==> src/rtl/amp_seq_pkg.sv <==
package amp_seq_pkg;

  localparam int ADDR_W = 8;
  localparam int DATA_W = 8;
  localparam int IDX_W  = 4;

  localparam logic [ADDR_W-1:0] REG_PAGE  = 8'h00;
  localparam logic [ADDR_W-1:0] REG_BOOK  = 8'h7F;
  localparam logic [DATA_W-1:0] BOOK_BASE = 8'h00;
  localparam logic [DATA_W-1:0] BOOK_DSP  = 8'h64;

  typedef enum logic [1:0] {
    SEQ_INIT = 2'd0,
    SEQ_UP   = 2'd1,
    SEQ_DOWN = 2'd2
  } seq_e;

  typedef enum logic [1:0] {
    SK_WRITE  = 2'd0,
    SK_DELAY  = 2'd1,
    SK_MUTE   = 2'd2,
    SK_FINISH = 2'd3
  } step_kind_e;

  typedef struct packed {
    step_kind_e          kind;
    logic [ADDR_W-1:0]   addr;
    logic [DATA_W-1:0]   data;
  } step_t;

  function automatic int wait_cycles(input int us, input int cyc_per_us);
    return us * cyc_per_us;
  endfunction

  function automatic int max3(input int a, input int b, input int c);
    int m;
    m = (a > b) ? a : b;
    return (m > c) ? m : c;
  endfunction

  function automatic step_t mk_wr(input logic [ADDR_W-1:0] a, input logic [DATA_W-1:0] d);
    step_t s;
    s.kind = SK_WRITE;
    s.addr = a;
    s.data = d;
    return s;
  endfunction

  function automatic step_t mk_ctl(input step_kind_e k);
    step_t s;
    s.kind = k;
    s.addr = '0;
    s.data = '0;
    return s;
  endfunction

  // Ordered step list of each procedure
  function automatic step_t step_at(input seq_e sq, input logic [IDX_W-1:0] idx);
    step_t s;
    s = mk_ctl(SK_FINISH);
    unique case (sq)
      SEQ_INIT: begin
        case (idx)
          4'd0: s = mk_wr(REG_PAGE, 8'h00);
          4'd1: s = mk_wr(REG_BOOK, BOOK_BASE);
          4'd2: s = mk_wr(8'h01, 8'h01);
          4'd3: s = mk_ctl(SK_DELAY);
          4'd4: s = mk_wr(REG_BOOK, BOOK_DSP);
          4'd5: s = mk_wr(8'h46, 8'h01);
          4'd6: s = mk_wr(REG_BOOK, BOOK_BASE);
          default: s = mk_ctl(SK_FINISH);
        endcase
      end
      SEQ_UP: begin
        case (idx)
          4'd0: s = mk_wr(8'h05, 8'hA3);
          4'd1: s = mk_wr(8'h04, 8'hB8);
          4'd2: s = mk_wr(8'h07, 8'h00);
          4'd3: s = mk_wr(REG_BOOK, BOOK_DSP);
          4'd4: s = mk_wr(8'h07, 8'h00);
          4'd5: s = mk_wr(REG_PAGE, 8'h00);
          4'd6: s = mk_wr(REG_BOOK, BOOK_BASE);
          default: s = mk_ctl(SK_FINISH);
        endcase
      end
      SEQ_DOWN: begin
        case (idx)
          4'd0: s = mk_wr(REG_BOOK, BOOK_DSP);
          4'd1: s = mk_wr(8'h07, 8'h01);
          4'd2: s = mk_ctl(SK_MUTE);
          4'd3: s = mk_wr(REG_BOOK, BOOK_BASE);
          4'd4: s = mk_wr(8'h07, 8'h03);
          4'd5: s = mk_wr(8'h04, 8'h20);
          4'd6: s = mk_wr(8'h05, 8'h00);
          4'd7: s = mk_wr(REG_PAGE, 8'h00);
          4'd8: s = mk_wr(8'h04, 8'h00);
          default: s = mk_ctl(SK_FINISH);
        endcase
      end
      default: s = mk_ctl(SK_FINISH);
    endcase
    return s;
  endfunction

endpackage

==> src/rtl/amp_seq_timer.sv <==
module amp_seq_timer #(
  parameter int CNT_W = 16
) (
  input  logic             clk,
  input  logic             rst_n,
  input  logic             start,
  input  logic             abort,
  input  logic [CNT_W-1:0] load,
  output logic             expire,
  output logic             active
);

  logic [CNT_W-1:0] cnt_q;

  always_ff @(posedge clk or negedge rst_n) begin
    if (!rst_n) begin
      cnt_q <= '0;
    end else if (abort) begin
      cnt_q <= '0;
    end else if (start) begin
      cnt_q <= load;
    end else if (cnt_q != '0) begin
      cnt_q <= cnt_q - 1'b1;
    end
  end

  assign active = (cnt_q != '0);
  assign expire = (cnt_q == CNT_W'(1));

endmodule

==> src/rtl/amp_seq_wrport.sv <==
module amp_seq_wrport
  import amp_seq_pkg::*;
(
  input  logic              clk,
  input  logic              rst_n,
  input  logic              issue,
  input  logic [ADDR_W-1:0] issue_addr,
  input  logic [DATA_W-1:0] issue_data,
  input  logic              wr_ready,
  output logic              wr_valid,
  output logic [ADDR_W-1:0] wr_addr,
  output logic [DATA_W-1:0] wr_data,
  output logic              accepted
);

  assign accepted = wr_valid && wr_ready;

  always_ff @(posedge clk or negedge rst_n) begin
    if (!rst_n) begin
      wr_valid <= 1'b0;
      wr_addr  <= '0;
      wr_data  <= '0;
    end else if (issue) begin
      wr_valid <= 1'b1;
      wr_addr  <= issue_addr;
      wr_data  <= issue_data;
    end else if (accepted) begin
      wr_valid <= 1'b0;
    end
  end

endmodule

==> src/rtl/amp_seq_ctrl.sv <==
module amp_seq_ctrl
  import amp_seq_pkg::*;
#(
  parameter int CYC_PER_US    = 50,
  parameter int RST_WAIT_US   = 100,
  parameter int MUTE_WAIT_US  = 10000,
  parameter int POLL_LIMIT_US = 20000,
  parameter int CNT_W         = 16
) (
  input  logic              clk,
  input  logic              rst_n,
  input  logic              cmd_init,
  input  logic              cmd_up,
  input  logic              cmd_down,
  input  logic              poll_mode,
  input  logic              mute_flag,
  input  logic              wr_accepted,
  input  logic              tmr_expire,
  output logic              issue,
  output logic [ADDR_W-1:0] issue_addr,
  output logic [DATA_W-1:0] issue_data,
  output logic              tmr_start,
  output logic              tmr_abort,
  output logic [CNT_W-1:0]  tmr_load,
  output logic              cmd_taken,
  output logic              busy,
  output logic              done,
  output logic              poll_err
);

  localparam int RST_CYC  = wait_cycles(RST_WAIT_US, CYC_PER_US);
  localparam int MUTE_CYC = wait_cycles(MUTE_WAIT_US, CYC_PER_US);
  localparam int POLL_CYC = wait_cycles(POLL_LIMIT_US, CYC_PER_US);

  typedef enum logic [2:0] {
    CS_IDLE, CS_LOAD, CS_WRITE, CS_DELAY, CS_MUTE
  } cstate_e;

  cstate_e          state_q;
  seq_e             seq_q;
  logic [IDX_W-1:0] idx_q;
  logic             poll_q;
  step_t            step;
  seq_e             sel;
  logic             cmd_any;

  assign cmd_any   = cmd_init || cmd_up || cmd_down;
  assign cmd_taken = (state_q == CS_IDLE) && cmd_any;
  assign sel       = cmd_init ? SEQ_INIT : (cmd_up ? SEQ_UP : SEQ_DOWN);
  assign step      = step_at(seq_q, idx_q);

  assign issue      = (state_q == CS_LOAD) && (step.kind == SK_WRITE);
  assign issue_addr = step.addr;
  assign issue_data = step.data;
  assign tmr_start  = (state_q == CS_LOAD) &&
                      ((step.kind == SK_DELAY) || (step.kind == SK_MUTE));
  assign tmr_abort  = (state_q == CS_MUTE) && poll_q && mute_flag;

  always_comb begin
    if (step.kind == SK_DELAY) tmr_load = CNT_W'(RST_CYC);
    else if (poll_q)           tmr_load = CNT_W'(POLL_CYC);
    else                       tmr_load = CNT_W'(MUTE_CYC);
  end

  always_ff @(posedge clk or negedge rst_n) begin
    if (!rst_n) begin
      state_q  <= CS_IDLE;
      seq_q    <= SEQ_INIT;
      idx_q    <= '0;
      poll_q   <= 1'b0;
      busy     <= 1'b0;
      done     <= 1'b0;
      poll_err <= 1'b0;
    end else begin
      done <= 1'b0;
      unique case (state_q)
        CS_IDLE: begin
          if (cmd_taken) begin
            seq_q    <= sel;
            idx_q    <= '0;
            poll_q   <= poll_mode;
            busy     <= 1'b1;
            poll_err <= 1'b0;
            state_q  <= CS_LOAD;
          end
        end
        CS_LOAD: begin
          idx_q <= idx_q + 1'b1;
          unique case (step.kind)
            SK_WRITE:  state_q <= CS_WRITE;
            SK_DELAY:  state_q <= CS_DELAY;
            SK_MUTE:   state_q <= CS_MUTE;
            SK_FINISH: begin
              state_q <= CS_IDLE;
              busy    <= 1'b0;
              done    <= 1'b1;
            end
            default:   state_q <= CS_IDLE;
          endcase
        end
        CS_WRITE: begin
          if (wr_accepted) state_q <= CS_LOAD;
        end
        CS_DELAY: begin
          if (tmr_expire) state_q <= CS_LOAD;
        end
        CS_MUTE: begin
          if (poll_q) begin
            if (mute_flag) begin
              state_q <= CS_LOAD;
            end else if (tmr_expire) begin
              poll_err <= 1'b1;
              state_q  <= CS_LOAD;
            end
          end else if (tmr_expire) begin
            state_q <= CS_LOAD;
          end
        end
        default: state_q <= CS_IDLE;
      endcase
    end
  end

endmodule

==> src/rtl/amp_pwr_seq.sv <==
module amp_pwr_seq
  import amp_seq_pkg::*;
#(
  parameter int CYC_PER_US    = 50,
  parameter int RST_WAIT_US   = 100,
  parameter int MUTE_WAIT_US  = 10000,
  parameter int POLL_LIMIT_US = 20000
) (
  input  logic       clk,
  input  logic       rst_n,
  input  logic       cmd_init,
  input  logic       cmd_up,
  input  logic       cmd_down,
  input  logic       poll_mode,
  input  logic       mute_flag,
  input  logic       wr_ready,
  output logic       wr_valid,
  output logic [7:0] wr_addr,
  output logic [7:0] wr_data,
  output logic       busy,
  output logic       done,
  output logic       poll_err
);

  localparam int MAX_CYC = max3(wait_cycles(RST_WAIT_US, CYC_PER_US),
                                wait_cycles(MUTE_WAIT_US, CYC_PER_US),
                                wait_cycles(POLL_LIMIT_US, CYC_PER_US));
  localparam int CNT_W   = $clog2(MAX_CYC + 1);

  logic              issue;
  logic [ADDR_W-1:0] issue_addr;
  logic [DATA_W-1:0] issue_data;
  logic              wr_accepted;
  logic              tmr_start;
  logic              tmr_abort;
  logic [CNT_W-1:0]  tmr_load;
  logic              tmr_expire;
  logic              tmr_active;
  logic              cmd_taken;

  amp_seq_ctrl #(
    .CYC_PER_US   (CYC_PER_US),
    .RST_WAIT_US  (RST_WAIT_US),
    .MUTE_WAIT_US (MUTE_WAIT_US),
    .POLL_LIMIT_US(POLL_LIMIT_US),
    .CNT_W        (CNT_W)
  ) ctrl_i (
    .clk        (clk),
    .rst_n      (rst_n),
    .cmd_init   (cmd_init),
    .cmd_up     (cmd_up),
    .cmd_down   (cmd_down),
    .poll_mode  (poll_mode),
    .mute_flag  (mute_flag),
    .wr_accepted(wr_accepted),
    .tmr_expire (tmr_expire),
    .issue      (issue),
    .issue_addr (issue_addr),
    .issue_data (issue_data),
    .tmr_start  (tmr_start),
    .tmr_abort  (tmr_abort),
    .tmr_load   (tmr_load),
    .cmd_taken  (cmd_taken),
    .busy       (busy),
    .done       (done),
    .poll_err   (poll_err)
  );

  amp_seq_timer #(.CNT_W(CNT_W)) timer_i (
    .clk   (clk),
    .rst_n (rst_n),
    .start (tmr_start),
    .abort (tmr_abort),
    .load  (tmr_load),
    .expire(tmr_expire),
    .active(tmr_active)
  );

  amp_seq_wrport wrport_i (
    .clk       (clk),
    .rst_n     (rst_n),
    .issue     (issue),
    .issue_addr(issue_addr),
    .issue_data(issue_data),
    .wr_ready  (wr_ready),
    .wr_valid  (wr_valid),
    .wr_addr   (wr_addr),
    .wr_data   (wr_data),
    .accepted  (wr_accepted)
  );

endmodule

==> config.mk <==
export PLATFORM = sky130hd
export DESIGN_NAME = amp_pwr_seq
export DESIGN_NICKNAME = d
export VERILOG_FILES = /design/src/rtl/amp_seq_pkg.sv /design/src/rtl/amp_seq_timer.sv /design/src/rtl/amp_seq_wrport.sv /design/src/rtl/amp_seq_ctrl.sv /design/src/rtl/amp_pwr_seq.sv
export SDC_FILE = /design/constraint.sdc
export NUM_CORES = 1
export LEC_CHECK = 0
export ABC_AREA = 1
export CAP_MARGIN = 0
export CORE_UTILIZATION = 44
export CTS_BUF_LIST = sky130_fd_sc_hd__clkbuf_16
export DETAILED_ROUTE_END_ITERATION = 12
export DONT_BUFFER_PORTS = 1
export REMOVE_ABC_BUFFERS = 1
export SLEW_MARGIN = 20
export SYNTH_ARGS = -nofsm -noshare
export SYNTH_HDL_FRONTEND = slang
export SYNTH_SLANG_ARGS = --single-unit
==> constraint.sdc <==
create_clock -name clk -period 2.99 [get_ports clk]
set_input_delay 0.598 -clock clk [delete_from_list [all_inputs] [get_ports clk]]
set_output_delay 0.598 -clock clk [all_outputs]
set_load 0.05 [all_outputs]
==> results.txt <==
- Summed over all layers, the global routing overflow is 0.
- Maximum number of pins on one net before global-route repair: 34
* Run status: complete, no violations
- Aggregate negative setup slack: 0 ns
* Worst setup EP type: flip-flop
- Number of placement rows: 29
- Post-Route Utilization: 0.500
* Diode insertion count for antenna repair: 0
- Using the TritonRoute via totals, the vias-per-cell ratio works out to 5.17.
- Post-route minimum period: 2.68 ns
- For the worst setup path, the data arrival time is 2.85 ns.
* Starting Density: 0.459
- Final Hold Fails: 0
* Kind of path behind the tightest hold check: input port to async pin
- TritonCTS created 5 clock buffers.
- The number of antenna violations at the first check in global routing is 0.
* Area growth, synth to finish: 8.96%
- Count of yosys warnings during synthesis: 0
* Boundary Pins: 28
- Share of the clock period used by the worst path: 0.898
- Relative slew slack: 0.392
* Global-route usage over all layers: 0.204
* Netlist cell types: 28
- The die covers 6990 sq um.
* X dimension of the die: 83.6 um
- The first global-routing pass estimated 11.5 mm of wire.
* Number of flip-flops and latches in the synthesized netlist: 45
- Weighted congestion reported at the end of routability-driven placement: 0.876
* Maximum clock rate: 372 MHz
- Commonest cells after routing, fill and taps aside: 117 x sky130_fd_sc_hd__nand2_1, 70 x sky130_fd_sc_hd__nor2_1, 44 x sky130_fd_sc_hd__dfrtp_1, 41 x sky130_fd_sc_hd__inv_1, 28 x sky130_fd_sc_hd__o21ai_0
- After detailed placement, the total cell area comes to 2980 sq um.
- Sequential element share of the synthesized area: 0.384
- The analysis attributes to cell leakage a power of 1.66 nW.
* Terminus of the critical flop-to-flop path: timer_i.cnt_q[17]
* Startpoint class of the critical path: flip-flop
* Crit Reg-Reg Startpoint: ctrl_i.idx_q[0]
- Excluding fillers, the count of instances in the completed layout stands at 500.
- Setup slack on the worst reg-to-reg path comes out at 0.31 ns.
- After clock tree synthesis, the clock-pin slew on the worst setup and hold paths is 0.06 ns.
* Via count: 2584
* Clock Tree Root: sky130_fd_sc_hd__clkbuf_16
- Source-to-sink clock delay at the later pin of the worst-skew pair: 0.28 ns
- Number of cells after detailed placement: 487
- Routed wirelength normalized by instance count: 13.5 um
- Critical path start-end classification: flip-flop to flip-flop
- Number of H-tree branching levels: 2
* CTS sink cnt: 45
- Total of buffers placed on input and output ports: 0
* Final Net Count: 444
- After legalization and detailed placement, the total HPWL measured 5.05 mm.
- Once detail routing completed, the nets flagged for antenna violations numbered 0.
- Across the run, the number of max-cap violations was 0.
- Cell area after layout: 3190 sq um
* Critical path peak fanout: 10
- Chip height: 83.6 um
- Detailed router's first-iteration violation count: 134
- At the pin with the least slew margin, the transition time is 0.912 ns.
- Final routed wirelength across all metal layers: 6.73 mm
- On the final layout, the worst clock skew is 0.00425 ns.
- For this run, the detailed router's first-pass iteration total came to 4.
* Std-Cell Core Area: 6390 sq um
- Synthesized instance count: 417
* Total power divided by cell area: 1290 nW/um^2
* Share of post-route cells with drive strength above 1: 0.0969
- Setup violations remaining at the end of the flow were counted as 0.
* CTS max path bufs: 2
- Setup repair after global routing left no endpoint under its margin.
- Per-instance average area after synthesis: 7.03 sq um
* Number of cells on the worst reg-to-reg path: 17
- IR drop worst, VDD: 0.618 mV
* Tightest hold margin: 0.00901 ns
- The total count of max-transition violations in the final report came to 0.
- Critical path data required time: 3.16 ns
* Clock tree from TritonCTS: built
- Leaving out fill and tap cells, the most frequent cell in the layout is sky130_fd_sc_hd__nand2_1.
- The number of global-route vias before repair came to 2519.
- Area of the mapped netlist: 2930 sq um
- DRC: 0
==> worst max-delay path by stage <==
stage / from / end / slack, ns / cells after the start
floorplan: ctrl_i.idx_q[0] / timer_i.cnt_q[12] / 0.51 / 17
global placement: ctrl_i.idx_q[0] / timer_i.cnt_q[5] / 0.28 / 16
detailed placement: ctrl_i.idx_q[0] / timer_i.cnt_q[17] / 0.19 / 17
CTS: ctrl_i.idx_q[0] / timer_i.cnt_q[15] / 0.17 / 16
global route: ctrl_i.idx_q[0] / timer_i.cnt_q[17] / 0.02 / 17
finish: ctrl_i.idx_q[0] / timer_i.cnt_q[17] / 0.31 / 17
==> through the flow <==
step | setup WS (ns) | total power (W)
4_1_cts | 0.171 | 0.00407
6_report | 0.305 | 0.00412
5_1_grt | 0.0191 | 0.00451
3_3_place_gp | 0.283 | 0.00339
3_5_place_dp | 0.194 | 0.00343
2_1_floorplan | 0.514 | 0.00295
==> layer usage <==
layer | track usage | share of wire
met4 | 0.0647 | 0.016
met2 | 0.351 | 0.49
met5 | 0 | 0
met1 | 0.264 | 0.47
met3 | 0.0307 | 0.022
==> flip-flops by register name (all words and copies together), names as in the netlist, 2 cells and up <==
signal and flops:
ctrl_i.seq_q 2, wrport_i.wr_data 6, ctrl_i.state_q 3, wrport_i.wr_addr 5, ctrl_i.idx_q 4, timer_i.cnt_q 20
==> repair_timing <==
action                                  4_1_cts  5_1_grt
endpoints found under the setup margin        0       20
resized for setup                             0        5
hold endpoints to repair                     13        5
hold buffers                                  1        1
setup buffers                                 0        3
==> worst max-delay path: stages, from the launching register on <==
cell and delay (ns):
sky130_fd_sc_hd__dfrtp_1 0.42, sky130_fd_sc_hd__inv_2 0.13, sky130_fd_sc_hd__ha_2 0.22, sky130_fd_sc_hd__nand3_1 0.14, sky130_fd_sc_hd__nand2_1 0.12, sky130_fd_sc_hd__nor2_1 0.05, sky130_fd_sc_hd__nand2_1 0.07, sky130_fd_sc_hd__nor2_1 0.04
sky130_fd_sc_hd__o21ai_1 0.12, sky130_fd_sc_hd__nand2_1 0.14, sky130_fd_sc_hd__inv_1 0.15, sky130_fd_sc_hd__ha_1 0.28, sky130_fd_sc_hd__nand3_4 0.17, sky130_fd_sc_hd__nand2_4 0.09, sky130_fd_sc_hd__nor2_2 0.15, sky130_fd_sc_hd__nand2_4 0.11
sky130_fd_sc_hd__nand3_2 0.10, sky130_fd_sc_hd__nor2_1 0.06
==> cell usage after synthesis <==
library cell | number | area [sq um]
sky130_fd_sc_hd__ha_1 | 14 | 175
sky130_fd_sc_hd__a21oi_2 | 1 | 8.76
sky130_fd_sc_hd__nand3b_1 | 1 | 7.51
sky130_fd_sc_hd__xnor2_1 | 1 | 8.76
sky130_fd_sc_hd__nand2_2 | 4 | 25.0
sky130_fd_sc_hd__buf_4 | 5 | 37.5
sky130_fd_sc_hd__o31ai_1 | 2 | 15.0
sky130_fd_sc_hd__a21oi_1 | 21 | 105
sky130_fd_sc_hd__nand2_4 | 2 | 22.5
sky130_fd_sc_hd__a22oi_1 | 1 | 7.51
sky130_fd_sc_hd__nand2_1 | 118 | 443
sky130_fd_sc_hd__nand4_1 | 6 | 37.5
sky130_fd_sc_hd__nor2_1 | 70 | 263
sky130_fd_sc_hd__nor3_1 | 1 | 5.00
sky130_fd_sc_hd__and2_1 | 2 | 12.5
sky130_fd_sc_hd__dfrtp_1 | 45 | 1130
sky130_fd_sc_hd__nand3_1 | 25 | 125
sky130_fd_sc_hd__nand3_2 | 3 | 30.0
sky130_fd_sc_hd__buf_2 | 3 | 15.0
sky130_fd_sc_hd__o21ai_1 | 4 | 20.0
sky130_fd_sc_hd__inv_1 | 42 | 158
sky130_fd_sc_hd__inv_2 | 4 | 15.0
sky130_fd_sc_hd__nor2_2 | 6 | 37.5
sky130_fd_sc_hd__o21ai_0 | 28 | 140
sky130_fd_sc_hd__nor2_4 | 4 | 45.0
sky130_fd_sc_hd__o211ai_1 | 1 | 7.51
sky130_fd_sc_hd__nand3_4 | 2 | 35.0
sky130_fd_sc_hd__conb_1 | 1 | 3.75
==> layout make-up <==
class	count	area (sq um)
Tap cell	77	96.3
Fill cell	657	3190
Clock buffer	5	125
Sequential cell	45	1130
Timing Repair Buffer	6	50.0
Multi-Input combinational cell	318	1590
Inverter	46	173
Clock inverter	3	37.5
==> power breakdown <==
part	leakage [nW]	total (W)	internal, W	switching [W]
logic	1.02	0.00213	0.000720	0.00141
clock network	0.0826	0.000610	0.000388	0.000222
registers	0.555	0.00138	0.000879	0.000498
==> logic make-up after synthesis <==
kind of cell,synth area share
other,0.00128
and+or+nand+nor,0.371
adders and majority gates,0.0598
xor gates and xnor gates,0.00299
DFF,0.384
AOI/OAI and AO/OA,0.104
buffers and inverters,0.0768
No activity file was read; power rests on OpenSTA's default activity.
